==> config.mk <==
export PLATFORM = sky130hd
export DESIGN_NAME = freq_guard_wdt
export DESIGN_NICKNAME = d
export VERILOG_FILES = /design/src/rtl/fgw_pkg.sv /design/src/rtl/fgw_tick_div.sv /design/src/rtl/fgw_pulse.sv /design/src/rtl/fgw_code_sel.sv /design/src/rtl/freq_guard_wdt.sv
export SDC_FILE = /design/constraint.sdc
export NUM_CORES = 1
export LEC_CHECK = 0
export ABC_CLOCK_PERIOD_IN_PS = 3200
export BUFFER_PORTS_ARGS = -buffer_cell sky130_fd_sc_hd__buf_2
export CAP_MARGIN = 0
export CORE_MARGIN = 4
export CORE_UTILIZATION = 46
export CTS_CLUSTER_DIAMETER = 120
export DETAILED_ROUTE_END_ITERATION = 10
export GPL_ROUTABILITY_DRIVEN = 0
export PLACE_DENSITY = 0.7
export SYNTH_ARGS = -nofsm -noshare
export SYNTH_HDL_FRONTEND = slang
export SYNTH_SLANG_ARGS = --single-unit
==> constraint.sdc <==
create_clock -name clk -period 3.2 [get_ports clk]
set_clock_uncertainty 0.15 [all_clocks]
set_input_delay 0.64 -clock clk [delete_from_list [all_inputs] [get_ports clk]]
set_output_delay 0.64 -clock clk [all_outputs]
set_load 0.005 [all_outputs]
==> src/rtl/fgw_pkg.sv <==
// Shared widths and types for the frequency-change watchdog.
// Assumes a 5-bit frequency code and a 4-bit seconds timeout field.
package fgw_pkg;
    localparam int FS_W  = 5;
    localparam int TMO_W = 4;
    localparam int HIST  = 2;
    typedef logic [FS_W-1:0]  fcode_t;
    typedef logic [TMO_W-1:0] tmo_t;
endpackage

==> src/rtl/fgw_tick_div.sv <==
// Seconds prescaler: counts core cycles while run is high and flags the
// last cycle of each tick period. Assumes DIV >= 2; clr restarts the period.
module fgw_tick_div #(
    parameter int DIV = 25_000_000
) (
    input  logic clk,
    input  logic rst_n,
    input  logic clr,
    input  logic run,
    output logic last
);
    localparam int W = $clog2(DIV + 1);
    logic [W-1:0] cnt_q;

    assign last = run && (cnt_q == W'(DIV - 1));

    // Advance the cycle count inside the current tick period.
    always_ff @(posedge clk) begin
        if (!rst_n || clr)  cnt_q <= '0;
        else if (last)      cnt_q <= '0;
        else if (run)       cnt_q <= cnt_q + W'(1);
    end

    p_tick_bound_r4: assert property (@(posedge clk) disable iff (!rst_n)
        cnt_q < W'(DIV));
endmodule

==> src/rtl/fgw_pulse.sv <==
// Reset pulse stretcher: start loads LEN cycles, busy stays high until they
// have elapsed. Assumes LEN >= 1.
module fgw_pulse #(
    parameter int LEN = 1_500_000
) (
    input  logic clk,
    input  logic rst_n,
    input  logic start,
    output logic busy
);
    localparam int W = $clog2(LEN + 1);
    logic [W-1:0] left_q;

    assign busy = (left_q != '0);

    // Load or count down the remaining pulse length.
    always_ff @(posedge clk) begin
        if (!rst_n)      left_q <= '0;
        else if (start)  left_q <= W'(LEN);
        else if (busy)   left_q <= left_q - W'(1);
    end

    p_pulse_load_r7: assert property (@(posedge clk) disable iff (!rst_n)
        start |=> busy);
endmodule

==> src/rtl/fgw_code_sel.sv <==
// Frequency code selection: keeps a short history of software codes and a
// revert code captured on expiry. Assumes expire never coincides with sw_wr.
module fgw_code_sel
    import fgw_pkg::*;
(
    input  logic   clk,
    input  logic   rst_n,
    input  logic   sw_wr,
    input  fcode_t sw_in,
    input  fcode_t hw_code,
    input  logic   sw_sel_en,
    input  logic   expire,
    input  logic   revert_sel,
    output fcode_t freq_code
);
    fcode_t hist_q [HIST];
    logic   rev_q;
    fcode_t rcode_q;

    // Shift the software code history on each accepted code write.
    always_ff @(posedge clk) begin
        for (int i = 0; i < HIST; i++) begin
            if (!rst_n)      hist_q[i] <= '0;
            else if (sw_wr)  hist_q[i] <= (i == 0) ? sw_in : hist_q[i-1];
        end
    end

    // Capture the revert code on expiry; a new software write ends the revert.
    always_ff @(posedge clk) begin
        if (!rst_n) begin
            rev_q   <= 1'b0;
            rcode_q <= '0;
        end else if (expire) begin
            rev_q   <= 1'b1;
            rcode_q <= revert_sel ? hist_q[HIST-1] : hw_code;
        end else if (sw_wr) begin
            rev_q   <= 1'b0;
        end
    end

    assign freq_code = rev_q ? rcode_q : (sw_sel_en ? hist_q[0] : hw_code);

    p_revert_prev_r9: assert property (@(posedge clk) disable iff (!rst_n)
        (expire && revert_sel) |=> freq_code == $past(hist_q[HIST-1]));
    p_new_code_r12: assert property (@(posedge clk) disable iff (!rst_n)
        (sw_wr && !expire) |=> (!sw_sel_en || freq_code == $past(sw_in)));
endmodule

==> src/rtl/freq_guard_wdt.sv <==
// Frequency-change watchdog top: arms on a frequency request while a nonzero
// timeout is stored, counts whole seconds, and on expiry raises alarm, pulses
// the reset output and reverts the frequency code. Assumes software does not
// write the timeout in the same cycle as a frequency request.
module freq_guard_wdt
    import fgw_pkg::*;
#(
    parameter int TICK_DIV     = 25_000_000,
    parameter int PULSE_CYCLES = 1_500_000
) (
    input  logic       clk,
    input  logic       rst_n,
    input  logic [4:0] hw_code,
    input  logic       sw_sel_en,
    input  logic       sw_code_wr,
    input  logic [4:0] sw_code_in,
    input  logic       dial_wr,
    input  logic       tmo_wr,
    input  logic [3:0] tmo_code,
    input  logic       revert_sel,
    input  logic       pin_mode,
    output logic [4:0] freq_code,
    output logic       alarm,
    output logic       sys_rst_n
);
    tmo_t tmo_q;
    tmo_t sec_q;
    logic running_q;
    logic tick_last;
    logic pulse_busy;
    logic stop_req;
    logic start;
    logic expire;

    assign stop_req = tmo_wr && (tmo_code == '0);
    assign start    = ((sw_code_wr || dial_wr) && (tmo_q != '0))
                   || (tmo_wr && (tmo_code != '0) && running_q);
    assign expire   = running_q && tick_last && (sec_q == tmo_q - TMO_W'(1))
                   && !sw_code_wr && !dial_wr && !tmo_wr;

    // Store the programmed timeout code.
    always_ff @(posedge clk) begin
        if (!rst_n)       tmo_q <= '0;
        else if (tmo_wr)  tmo_q <= tmo_code;
    end

    // Run state: clear stops, a request or rewrite restarts, expiry ends.
    always_ff @(posedge clk) begin
        if (!rst_n || stop_req)  running_q <= 1'b0;
        else if (start)          running_q <= 1'b1;
        else if (expire)         running_q <= 1'b0;
    end

    // Whole-second counter advanced by the prescaler.
    always_ff @(posedge clk) begin
        if (!rst_n || start || stop_req)  sec_q <= '0;
        else if (tick_last)               sec_q <= sec_q + TMO_W'(1);
    end

    // Alarm flag: set on expiry, cleared by a zero timeout write.
    always_ff @(posedge clk) begin
        if (!rst_n || stop_req)  alarm <= 1'b0;
        else if (expire)         alarm <= 1'b1;
    end

    fgw_tick_div #(.DIV(TICK_DIV)) u_tick (
        .clk   (clk),
        .rst_n (rst_n),
        .clr   (start || stop_req || expire),
        .run   (running_q),
        .last  (tick_last)
    );

    fgw_pulse #(.LEN(PULSE_CYCLES)) u_pulse (
        .clk   (clk),
        .rst_n (rst_n),
        .start (expire),
        .busy  (pulse_busy)
    );

    fgw_code_sel u_sel (
        .clk        (clk),
        .rst_n      (rst_n),
        .sw_wr      (sw_code_wr),
        .sw_in      (sw_code_in),
        .hw_code    (hw_code),
        .sw_sel_en  (sw_sel_en),
        .expire     (expire),
        .revert_sel (revert_sel),
        .freq_code  (freq_code)
    );

    assign sys_rst_n = !(pulse_busy && !pin_mode);

    p_alarm_clear_r6: assert property (@(posedge clk) disable iff (!rst_n)
        stop_req |=> !alarm);
    p_stop_halts_r5: assert property (@(posedge clk) disable iff (!rst_n)
        stop_req |=> !running_q);
    p_stop_mode_quiet_r7: assert property (@(posedge clk) disable iff (!rst_n)
        pin_mode |-> sys_rst_n);
    p_pulse_on_expiry_r7: assert property (@(posedge clk) disable iff (!rst_n)
        expire |=> (sys_rst_n == pin_mode));
    p_revert_hw_r8: assert property (@(posedge clk) disable iff (!rst_n)
        (expire && !revert_sel) |=> freq_code == $past(hw_code));
    p_zero_tmo_idle_r3: assert property (@(posedge clk) disable iff (!rst_n)
        (tmo_q == '0) |-> !expire);
endmodule

==> run summary <==
Leak -> 1.45 nW
Cells after Synth -> 387
CTS root buf -> clkbuf_8
CP endpoint kind -> output port
Hold depth -> 2
First-pass GRT wire length -> 11.6 mm
Fillcell total -> 669
Die X -> 95.2 um
MaxCap Viol Count -> 0
Worst R2R End -> u_pulse.left_q[5]
CTS tree -> done
Fin nets -> 439
I/O pin cnt -> 29
Final min period -> 2.86 ns
Sequential fraction of the synthesis area -> 0.441
Yosys cell types -> 44
Vias -> 2785
Crit path max fanout -> 6
Largest net degree at the start of global routing -> 25
Period utilisation layout -> 0.894
Die area -> 9060 sq um
Status -> complete, no violations
Routed vias/inst -> 5.39
Critical path class -> register to output port
DRT Pass-1 Iters -> 4
Synth Register Bits -> 72
Post_cts resized -> 0
Critical path startpoint -> u_pulse.left_q[0]
Mapped Nets -> 413
Port-buffer cells -> 28
Critical Path Sink -> sys_rst_n
Pwr Density -> 786 nW/um^2
GRT overflow -> 0
Routed Antenna Nets -> 0
Area occupied by multi-input gates -> 1850 sq um
Finished Cell Area -> 3970 sq um
Synth warnings -> 0
WL final -> 6.88 mm
Final Max Tran Viols -> 0
Clock Sink Count -> 72
Finish-stage setup viols -> 0
Slew Limit Headroom -> 0.626
Mapped cell area -> 3500 sq um
Row count -> 31
VDD IR max -> 0.000370 V
Hpwl dp -> 4.93 mm
Cts hold-fix bufs -> 0
Final Hold Vio Count -> 0
Clk_lat worst skew -> 0.34 ns
Placed instance area -> 3710 sq um
Final TNS setup -> 0 ns
Fraction of registers with async set/reset -> 0
Clk slew on worst S/H paths -> 0.08 ns
Total GRT Usage -> 0.162
Drc violations -> 0
CP required -> 2.41 ns
Worst-Margin Slew -> 0.556 ns
RSZ-0062 raised after global routing -> false
Die Span Y -> 95.2 um
Drt wl/cell -> 13.3 um
# diodes -> 0
Hold Crit Class -> register to register
Mean Syn Cell Area -> 9.04 sq um
Storage cell area -> 1540 sq um
Iter 0 DRT Violations -> 118
Crit Reg-Reg Startpoint -> u_tick.cnt_q[0]
Core area -> 7330 sq um
Clk buf depth -> 2
Vias in the first global route -> 2530
Fraction of layout cells with a size suffix above 1 -> 0.144
EDFF count, synth -> 10
CP Data Arrival Time -> 2.07 ns
Area Growth Syn to Fin -> 13.5%
CTS buffer count -> 9
Startpoint types -> register
Setup Buffers After CTS -> 0
Max Freq -> 350 MHz
Antenna violations before repair -> 0
FF-to-FF path depth -> 6
Reg2Reg Setup Slack -> 0.81 ns
Initial core utilization -> 0.477
H-tree depth -> 3
Most used DFF post-synth -> dfxtp_1
==> area by class of cell <==
cell class	instances	share of cell area
Clock buffer	13	0.0479
Clock inverter	3	0.0173
Inverter	9	0.00851
Multi-Input combinational cell	291	0.467
Sequential cell	72	0.389
Tap cell	99	0.0312
Timing Repair Buffer	30	0.0391
==> layout by cell type, fill, tap and decap left out, types with 3 or more instances in the layout <==
cell type,n
dfxtp_1,62
nor2_1,51
nand2_1,29
buf_2,28
xnor2_1,27
a21oi_1,21
nor4_1,17
nand3_1,15
o21ai_0,14
nor3_1,13
xor2_1,12
and3_1,12
clkbuf_8,12
mux2i_1,11
nand4_1,11
edfxtp_1,10
inv_1,9
and4_1,7
nand2b_1,6
or3_1,6
mux2_2,5
a211oi_1,4
ha_1,4
or4_4,3
==> report_power, final <==
part | leakage [nW] | internal [W] | switching (W)
registers | 0.612 | 0.00104 | 0.000150
clock network | 0.131 | 0.000552 | 0.000325
logic | 0.707 | 0.000490 | 0.000563
==> logic make-up after synthesis <==
kind of cell / synth area share
adders and majority gates: 0.0143
AOI/OAI and AO/OA: 0.0730
xor gates and xnor gates: 0.104
buffers and inverters: 0.0290
and+or+nand+nor: 0.291
muxes: 0.0476
DFF: 0.441
==> routing by layer <==
layer  share of wire  vias up  wire [um]  GRT usage
met5               0        -          0          0
met4           0.011        0         76     0.0541
met3           0.027        6        186     0.0450
met2            0.47       26       3210      0.252
met1            0.50     1315       3410      0.216
li1                -     1438          -          -
==> cells in the mapped netlist (all sizes together), types with 5 or more instances <==
cell type  count  area, sq um
nor3          13         65.1
nor2          51          191
nand4         11         68.8
nand2         31          121
clkbuf        10         37.5
edfxtp        10          300
o21ai         14         70.1
mux2           5         56.3
or3            6         37.5
nor4          18          128
and3          12         75.1
nand2b         6         37.5
or4            5         48.8
dfxtp         62         1240
inv            9         33.8
xnor2         27          236
mux2i         11          110
a21oi         21          105
nand3         15         75.1
buf            5         30.0
xor2          12          105
and4           8         71.3
==> worst max-delay path: stages, from the launching register on <==
cell and delay (ns):
dfxtp_1 0.34, inv_1 0.07, ha_1 0.20, nor4b_4 0.36, and2_0 0.35, nand2_2 0.15, or2b_1 0.17, buf_2 0.10
==> worst min path at each step <==
stage / startpoint / slack (ns) / end
4_1_cts: u_sel.rcode_q[1] / 0.32 / u_sel.rcode_q[1]
5_1_grt: u_sel.rcode_q[3] / 0.36 / u_sel.rcode_q[3]
6_report: u_sel.rcode_q[1] / 0.32 / u_sel.rcode_q[1]
3_5_place_dp: u_sel.rcode_q[1] / 0.30 / u_sel.rcode_q[1]
3_3_place_gp: u_sel.rcode_q[1] / 0.29 / u_sel.rcode_q[1]
2_1_floorplan: u_sel.rcode_q[4] / 0.29 / u_sel.rcode_q[4]
==> stage by stage <==
step           total power (W)  hold slack (ns)  std cells   util  worst slack, ns
6_report               0.00312            0.321        517  0.541            0.339
5_1_grt                0.00333            0.356        517  0.541            0.115
4_1_cts                0.00314            0.316        517  0.541            0.317
3_5_place_dp           0.00225            0.302        501  0.506            0.697
3_3_place_gp           0.00223            0.295        501  0.506            0.742
2_1_floorplan          0.00201            0.286        387      -            0.727
==> registers in the layout, summed over array words and instances, names as in the netlist, 4 cells and up <==
signal,cells
u_tick.cnt_q,25
u_pulse.left_q,21
u_sel.hist_q,10
u_sel.rcode_q,5
sec_q,4
tmo_q,4
Note: power is estimated with default switching activity, not from simulation.
